## src/rtl/ata_pio_seq.sv

```systemverilog
module ata_pio_seq #(
  parameter int ADDR_W      = 3,
  parameter int DATA_W      = 16,
  parameter int CLK_NS      = 10,
  parameter int T_CYC_NS    = 120,
  parameter int T_ASU_NS    = 25,
  parameter int T_PULSE_NS  = 70,
  parameter int T_REC_NS    = 25,
  parameter int T_HOLD_NS   = 10,
  parameter int T_RDY_NS    = 35,
  parameter int T_WAIT_NS   = 1250
) (
  input  logic              clk,
  input  logic              rst_n,
  input  logic              req_valid,
  output logic              req_ready,
  input  logic              req_write,
  input  logic [ADDR_W-1:0] req_addr,
  input  logic [DATA_W-1:0] req_wdata,
  output logic [ADDR_W-1:0] bus_addr,
  output logic              bus_rd_n,
  output logic              bus_wr_n,
  output logic [DATA_W-1:0] bus_dout,
  output logic              bus_doe,
  input  logic [DATA_W-1:0] bus_din,
  input  logic              bus_iordy,
  output logic              done,
  output logic [DATA_W-1:0] done_rdata,
  output logic              done_timeout
);

  localparam int SU_RAW = (T_ASU_NS   + CLK_NS - 1) / CLK_NS;
  localparam int PW_RAW = (T_PULSE_NS + CLK_NS - 1) / CLK_NS;
  localparam int RC_RAW = (T_REC_NS   + CLK_NS - 1) / CLK_NS;
  localparam int HD_RAW = (T_HOLD_NS  + CLK_NS - 1) / CLK_NS;
  localparam int CY_C   = (T_CYC_NS   + CLK_NS - 1) / CLK_NS;
  localparam int RDY_C  = (T_RDY_NS   + CLK_NS - 1) / CLK_NS;
  localparam int WT_C   = (T_WAIT_NS  + CLK_NS - 1) / CLK_NS;
  localparam int SU_C   = (SU_RAW < 1) ? 1 : SU_RAW;
  localparam int PW_C   = (PW_RAW < 1) ? 1 : PW_RAW;
  localparam int HD_C   = (HD_RAW < 1) ? 1 : HD_RAW;
  localparam int P_MIN  = (PW_C > RDY_C + 2) ? PW_C : RDY_C + 2;
  localparam int R_MIN  = (RC_RAW > HD_C) ? RC_RAW : HD_C;
  localparam int CY_LAST  = (CY_C > 2) ? CY_C - 2 : 0;
  localparam int TMO_LAST = P_MIN - 1 + WT_C;
  localparam int CNT_W  = $clog2(SU_C + TMO_LAST + R_MIN + CY_C + 4) + 1;

  typedef enum logic [1:0] {S_IDLE, S_SETUP, S_PULSE, S_RECOV} st_t;

  st_t              st;
  logic [CNT_W-1:0] cnt, tot;
  logic             rdy_m, rdy_s, wr_q;

  assign req_ready = (st == S_IDLE);

  wire pulse_min_ok = cnt >= CNT_W'(P_MIN - 1);
  wire tmo_hit      = cnt == CNT_W'(TMO_LAST);
  wire pulse_end    = pulse_min_ok && (rdy_s || tmo_hit);
  wire rec_end      = (cnt >= CNT_W'(R_MIN - 1)) && (tot >= CNT_W'(CY_LAST));

  always_ff @(posedge clk or negedge rst_n) begin
    if (!rst_n) begin
      st           <= S_IDLE;
      cnt          <= '0;
      tot          <= '0;
      rdy_m        <= 1'b1;
      rdy_s        <= 1'b1;
      wr_q         <= 1'b0;
      bus_addr     <= '0;
      bus_dout     <= '0;
      bus_doe      <= 1'b0;
      bus_rd_n     <= 1'b1;
      bus_wr_n     <= 1'b1;
      done         <= 1'b0;
      done_rdata   <= '0;
      done_timeout <= 1'b0;
    end else begin
      rdy_m <= bus_iordy;
      rdy_s <= rdy_m;
      done  <= 1'b0;
      if (st != S_IDLE) tot <= tot + 1'b1;
      case (st)
        S_IDLE: if (req_valid) begin
          bus_addr <= req_addr;
          bus_dout <= req_wdata;
          bus_doe  <= req_write;
          wr_q     <= req_write;
          cnt      <= '0;
          tot      <= '0;
          st       <= S_SETUP;
        end
        S_SETUP: if (cnt == CNT_W'(SU_C - 1)) begin
          cnt      <= '0;
          bus_rd_n <= wr_q;
          bus_wr_n <= !wr_q;
          st       <= S_PULSE;
        end else cnt <= cnt + 1'b1;
        S_PULSE: if (pulse_end) begin
          bus_rd_n     <= 1'b1;
          bus_wr_n     <= 1'b1;
          done         <= 1'b1;
          done_rdata   <= bus_din;
          done_timeout <= !rdy_s;
          cnt          <= '0;
          st           <= S_RECOV;
        end else cnt <= cnt + 1'b1;
        S_RECOV: begin
          if (cnt == CNT_W'(HD_C - 1)) bus_doe <= 1'b0;
          if (rec_end) st <= S_IDLE;
          else cnt <= cnt + 1'b1;
        end
        default: st <= S_IDLE;
      endcase
    end
  end

  a_r3_single_strobe: assert property (@(posedge clk) disable iff (!rst_n)
    !(!bus_rd_n && !bus_wr_n));

  a_r2_addr_settled: assert property (@(posedge clk) disable iff (!rst_n)
    ($fell(bus_rd_n) || $fell(bus_wr_n)) |-> $stable(bus_addr));

  a_r10_addr_held_busy: assert property (@(posedge clk) disable iff (!rst_n)
    (!req_ready && $past(!req_ready)) |-> ($stable(bus_addr) && $stable(bus_dout)));

  a_r4_pulse_min: assert property (@(posedge clk) disable iff (!rst_n)
    ($rose(bus_rd_n) || $rose(bus_wr_n)) |-> ($past(cnt) >= CNT_W'(P_MIN - 1)));

  a_r7_done_on_rise: assert property (@(posedge clk) disable iff (!rst_n)
    done |-> ($rose(bus_rd_n) || $rose(bus_wr_n)));

  a_r6_timeout_cause: assert property (@(posedge clk) disable iff (!rst_n)
    (done && done_timeout) |-> $past(!rdy_s));

endmodule

```

## config.mk

```make
export PLATFORM = sky130hd
export DESIGN_NAME = ata_pio_seq
export DESIGN_NICKNAME = d
export VERILOG_FILES = /design/src/rtl/ata_pio_seq.sv
export SDC_FILE = /design/constraint.sdc
export NUM_CORES = 1
export LEC_CHECK = 0
export BUFFER_PORTS_ARGS = -buffer_cell sky130_fd_sc_hd__clkbuf_2
export CAP_MARGIN = 15
export CORE_UTILIZATION = 44
export CTS_CLUSTER_SIZE = 10
export DETAILED_ROUTE_END_ITERATION = 6
export MAX_ROUTING_LAYER = met4
export PLACE_DENSITY = 0.66
export SYNTH_ARGS = -nofsm -noshare
export SYNTH_HDL_FRONTEND = slang
export SYNTH_SLANG_ARGS = --single-unit
export TNS_END_PERCENT = 1
```

## constraint.sdc

```tcl
create_clock -name clk -period 5.4 [get_ports clk]
set_input_delay 0.27 -clock clk [delete_from_list [all_inputs] [get_ports clk]]
set_output_delay 0.27 -clock clk [all_outputs]
set_load 0.05 [all_outputs]
```

======== Yosys cells after proc, flatten, opt, wreduce, memory -nomap -nowiden ========
Cells that the tools add are included.
storage, ports and cells
  flip-flop bits (word level) ............. 63
  bits of input ports ..................... 40
  output and inout port bits .............. 41
  logic and storage cells ................. 69
operators by class
  add/subtract/negate cells ............... 2
  $lt $le $gt $ge ......................... 3
  equal/unequal tests ..................... 11
  muxes and demuxes ....................... 23
  reduce and logical (&&, ||, !) cells .... 16
operators by type and width
  cell                                                                    count
  9-bit two-way mux                                                       7
  9-bit one-hot mux with 4 select lines                                   1
  9-bit by 1-bit adder with 9-bit output (second input constant)          2
  2-bit inequality test (second input constant)                           6
  9-bit by 2-bit equality test with 1-bit output (second input constant)  1
  9-bit by 8-bit equality test with 1-bit output (second input constant)  1
  9-bit by 2-bit >= comparator with 1-bit output (second input constant)  1
  9-bit by 3-bit >= comparator with 1-bit output (second input constant)  1
  9-bit by 4-bit >= comparator with 1-bit output (second input constant)  1
  9-bit zero test                                                         1
  2-bit two-way mux                                                       4
  2-bit one-hot mux with 4 select lines                                   1
  1-bit two-way mux                                                       7
  1-bit one-hot mux with 2 select lines                                   3
  2-bit AND reduction                                                     3
  3-bit AND reduction                                                     2
  2-bit nonzero test                                                      3
  2-bit equality test (second input constant)                             2
  4-bit AND reduction                                                     1
  2-bit by 1-bit equality test with 1-bit output (second input constant)  1
  1-bit logical AND                                                       2
  1-bit zero test                                                         2
  2-bit zero test                                                         1
  1-bit logical OR                                                        1

======== Longest topological paths before layout ========
  depth after elaboration ................. 5
  mapped depth ............................ 9
  mapped depth without buffers ............ 7

======== Worst setup path after synthesis ========
Ideal clock, no wire load.
  kind .................................... flip-flop to flip-flop
  start ................................... register cnt[5]
  end ..................................... register done_rdata[10]
  library setup time ...................... 0.125 ns
  data arrival time ....................... 2.145 ns
  required time ........................... 5.275 ns
  slack ................................... 3.130 ns
  stages on the path, launching flop included .. 7
  path buffers ............................ 2
  period minus slack after synthesis ...... 2.270 ns
  path through ............................ dfrtp_1 or4_4 o41ai_4 a21bo_2 buf_4 buf_4 mux2_2
between the ends
  word-level cells in the longest chain between the ends .. 4
  elaborated cells between the ends (all ways) .. 5
  classes of those cells .................. order compare: 1; eq/ne: 1; reduce/logical: 3
ends and longest elaborated chain
  what                                                                                    line  text
  start, declared                                                                         51    logic [CNT_W-1:0] cnt, tot;
  start signal, assigned                                                                  97    end else cnt <= cnt + 1'b1;
  start signal, assigned                                                                  106   end else cnt <= cnt + 1'b1;
  start signal, assigned                                                                  110   else cnt <= cnt + 1'b1;
  branches (longest 2 deep; another with 9-bit by 3-bit >= comparator with 1-bit output)  --
  1-bit logical AND *                                                                     58    wire pulse_end = pulse_min_ok && (rdy_s || tmo_hit);
  2-bit AND reduction (no line) *                                                         --
  end signal, assigned                                                                    102   done_rdata <= bus_din;
  end, declared                                                                           28    output logic [DATA_W-1:0] done_rdata,
Mark *: on every way between the ends.
A chain may end at the register's enable or synchronous reset.

======== Worst setup path in the final report ========
  start ................................... register cnt[5]
  end ..................................... register cnt[2]
between the ends
  word-level cells in the longest chain between the ends .. 5
  elaborated cells between the ends (all ways) .. 12
  classes of those cells .................. order compare: 2; eq/ne: 3; mux: 3; reduce/logical: 4
ends and longest elaborated chain
  what
  branches (longest 5 deep; another with 9-bit by 3-bit >= comparator with 1-bit output)
Parallel ways; which one is timed is not known.

==> results.sh <==
export IMPL_power_switching_mw=1.22
export IMPL_post_cts_setup_buffers=0
export IMPL_cts_buffers_inserted=9
export IMPL_num_vias=2108
export IMPL_port_buffers=80
export IMPL_drt_vias_per_instance=5.27
export IMPL_tightest_slew_ns=0.905
export IMPL_internal_power_mw=1.35
export IMPL_synthFlopType="dfrtp_1"
export IMPL_finalSetupTns_ns=0
export IMPL_wire_per_inst_um=14.7
export IMPL_yosys_warnings=0
export IMPL_postSynthCellCount=232
export IMPL_seq_area_frac_synth_pct=54.4
export IMPL_crit_type="reg -> reg"
export IMPL_ir_drop_mv=0.506
export IMPL_end_kind="register"
export IMPL_max_freq_mhz=414
export IMPL_antenna_found_initial=0
export IMPL_rows=29
export IMPL_ant_nets=0
export IMPL_slew_headroom_pct=39.5
export IMPL_grt_max_degree=64
export IMPL_die_w_um=83.3
export IMPL_cap_viol_max_count=0
export IMPL_cp_start_kind="register"
export IMPL_die_h_um=83.3
export IMPL_worstPathArrival_ns=2.65
export IMPL_cts_resized=0
export IMPL_swShare_pct=47.4
export IMPL_cp_top_family="compound AO/OA/AOI/OAI gates"
export IMPL_combPwrFrac_pct=50.9
export IMPL_p_leak_nw=1.76
export IMPL_insertion_delay_ns=0.34
export IMPL_initial_core_util_pct=45.8
export IMPL_synth_top_area_share_pct=50.8
export IMPL_cp_cell_sequence="or4_4 -> o41a_1 -> a211oi_4 -> nor3_2 -> a22o_1"
export IMPL_status="complete, no violations"
export IMPL_fin_nets=367
export IMPL_path_max_fanout=9
export IMPL_drc=0
export IMPL_hold_path_class="in -> async"
export IMPL_slew_violations=0
export IMPL_rsz0062_at_grt="false"
export IMPL_p_seq_share_pct=30.9
export IMPL_synth_area_leaders="dfrtp_1 (51%), mux2_2 (15%), ha_1 (3.9%), dfstp_2 (3.6%), a22o_1 (2.1%)"
export IMPL_dr_first_iter_drc_count=80
export IMPL_synth_seq_cells=63
export IMPL_ys_types=44
export IMPL_max_stage_delay_ns=0.59
export IMPL_design_die_area_um2=6940
export IMPL_cts_tree="done"
export IMPL_dp_hpwl_mm=4.04
export IMPL_synthArstFlopShare_pct=100
export IMPL_final_min_clock_period_ns=2.42
export IMPL_gp_congestion=0.817
export IMPL_htree_levels=3
export IMPL_setup_viol=0
export IMPL_placeableCoreArea_um2=6350
export IMPL_crit_path_top_delay_cell="or4_4"
export IMPL_grt_pass1_wl_mm=9.91
export IMPL_antenna_cells=0
export IMPL_p_clk_share_pct=18.2
export IMPL_powerDensity_nw_per_um2=710
export IMPL_holdBufCountCts=1
export IMPL_synth_area_per_cell_um2=12.5
export IMPL_grtUsageTotal_pct=18.7
export IMPL_worstPathRequired_ns=5.63
export IMPL_io_pin_count=81
export IMPL_netlist_area_um2=2910
export IMPL_drive_gt1_share_pct=45.2
export IMPL_synth_edf_count=0
export IMPL_nFillCells=514
export IMPL_syn_to_final_growth_pct=24.6
export IMPL_finish_utilization_pct=57.0
export IMPL_clockBufferDepth=2
export IMPL_synth_nets=281
export IMPL_wl_mm=5.87
export IMPL_cts_sinks=63
export IMPL_root_buffer="clkbuf_8"
export IMPL_yosys_area_top_type="dfrtp_1"
export IMPL_path_clk_slew_ns=0.07
export IMPL_detail_route_first_pass_iterations=4
export IMPL_hold_violations=0
export IMPL_grt_pass1_vias=2132
export IMPL_min_period_over_period_pct=44.7
export IMPL_gr_total_overflow=0
export IMPL_fin_skew_ns=0.00868
export IMPL_critPathBufInv=0
## metal layers
metal,vias to the layer above,share of wire (%),global-route usage [%],wire [µm]
li1,1010,-,-,-
met1,1023,46,24.1,2700
met2,63,45,27.0,2660
met3,12,6.7,5.67,396
met4,0,2.0,8.93,117
met5,-,0,-,0
## synth_stat cells (5+ instances only)
master    number
clkbuf_1       5
a22o_1         7
dfrtp_1       59
and3_1         6
nand2_1       11
nor2b_1        5
a21oi_1        7
mux2_2        38
ha_1           9
inv_1          8
o31ai_1        7
nor2_1        10
## area by class of cell
cell class	count	area, µm²	area share [%]
multi-input cells	153	1260	34.7
well taps	77	96.3	2.66
clock inverters	6	92.6	2.56
flip-flops and latches	63	1580	43.7
clock buffers	10	138	3.80
inverters	8	30.0	0.829
repair buffers	83	425	11.7
## sequential cells by signal, indices dropped and copies added (netlist names)
name and cells:
st 2, cnt 9, bus_doe 1, done 1, bus_dout 16, done_timeout 1
bus_addr 3, rdy_s 1, bus_rd_n 1, bus_wr_n 1, rdy_m 1, done_rdata 16
wr_q 1, tot 9
## worst paths after layout
check | from | end | slack (ns) | cells past startpoint
worst max-delay path | cnt[5] | cnt[2] | 2.98 | 5
worst min-delay path | rst_n | bus_dout[6] | 0.08 | 2
worst max register to register | cnt[5] | cnt[2] | 2.98 | 5
worst min register to register | rdy_m | rdy_s | 0.36 | 0
max in group asynchronous | rst_n | cnt[1] | 4.77 | 2
min in group clk | req_wdata[3] | bus_dout[3] | 0.16 | 2
## power by group through the flow
stage | logic (mW) | registers (mW) | clock network [mW]
after floorplan | 0.516 | 1.30 | 0
after global placement | 1.30 | 0.794 | 0
after detailed placement | 1.32 | 0.801 | 0
after CTS | 1.32 | 0.797 | 0.478
after global routing | 1.40 | 0.824 | 0.496
final | 1.31 | 0.795 | 0.467
## per-stage QoR
step                      setup WS (ns)  hold slack, ns  cell area (µm²)  power (mW)  cells
final                              2.98          0.0847             3620        2.57    400
after global routing               2.88           0.145             3620        2.72    400
after CTS                          2.97           0.112             3620        2.60    400
after detailed placement           2.99           0.348             3380        2.12    383
after global placement             3.04           0.346             3380        2.09    383
after floorplan                    3.13         -0.0256             2910        1.82    232
## cell families after synthesis
kind of cell / synth area share (%)
buffers and inverters: 2.32
AND/OR/NAND/NOR: 9.90
multiplexers: 15.1
flip-flops: 54.4
adder cells (fa/ha/maj): 3.87
AO/OA/AOI/OAI: 12.7
XOR/XNOR: 1.81
## placed cells by master (no fill, tap or decap), drive strengths merged, types with 7 or more instances in the layout
| master | n |
|---|---|
| dfrtp | 59 |
| a21oi | 7 |
| inv | 9 |
| ha | 9 |
| a22o | 7 |
| clkbuf | 90 |
| nand2 | 11 |
| o31ai | 7 |
| mux2 | 38 |
| nor2 | 10 |
Power figures use the tool's default switching activity.
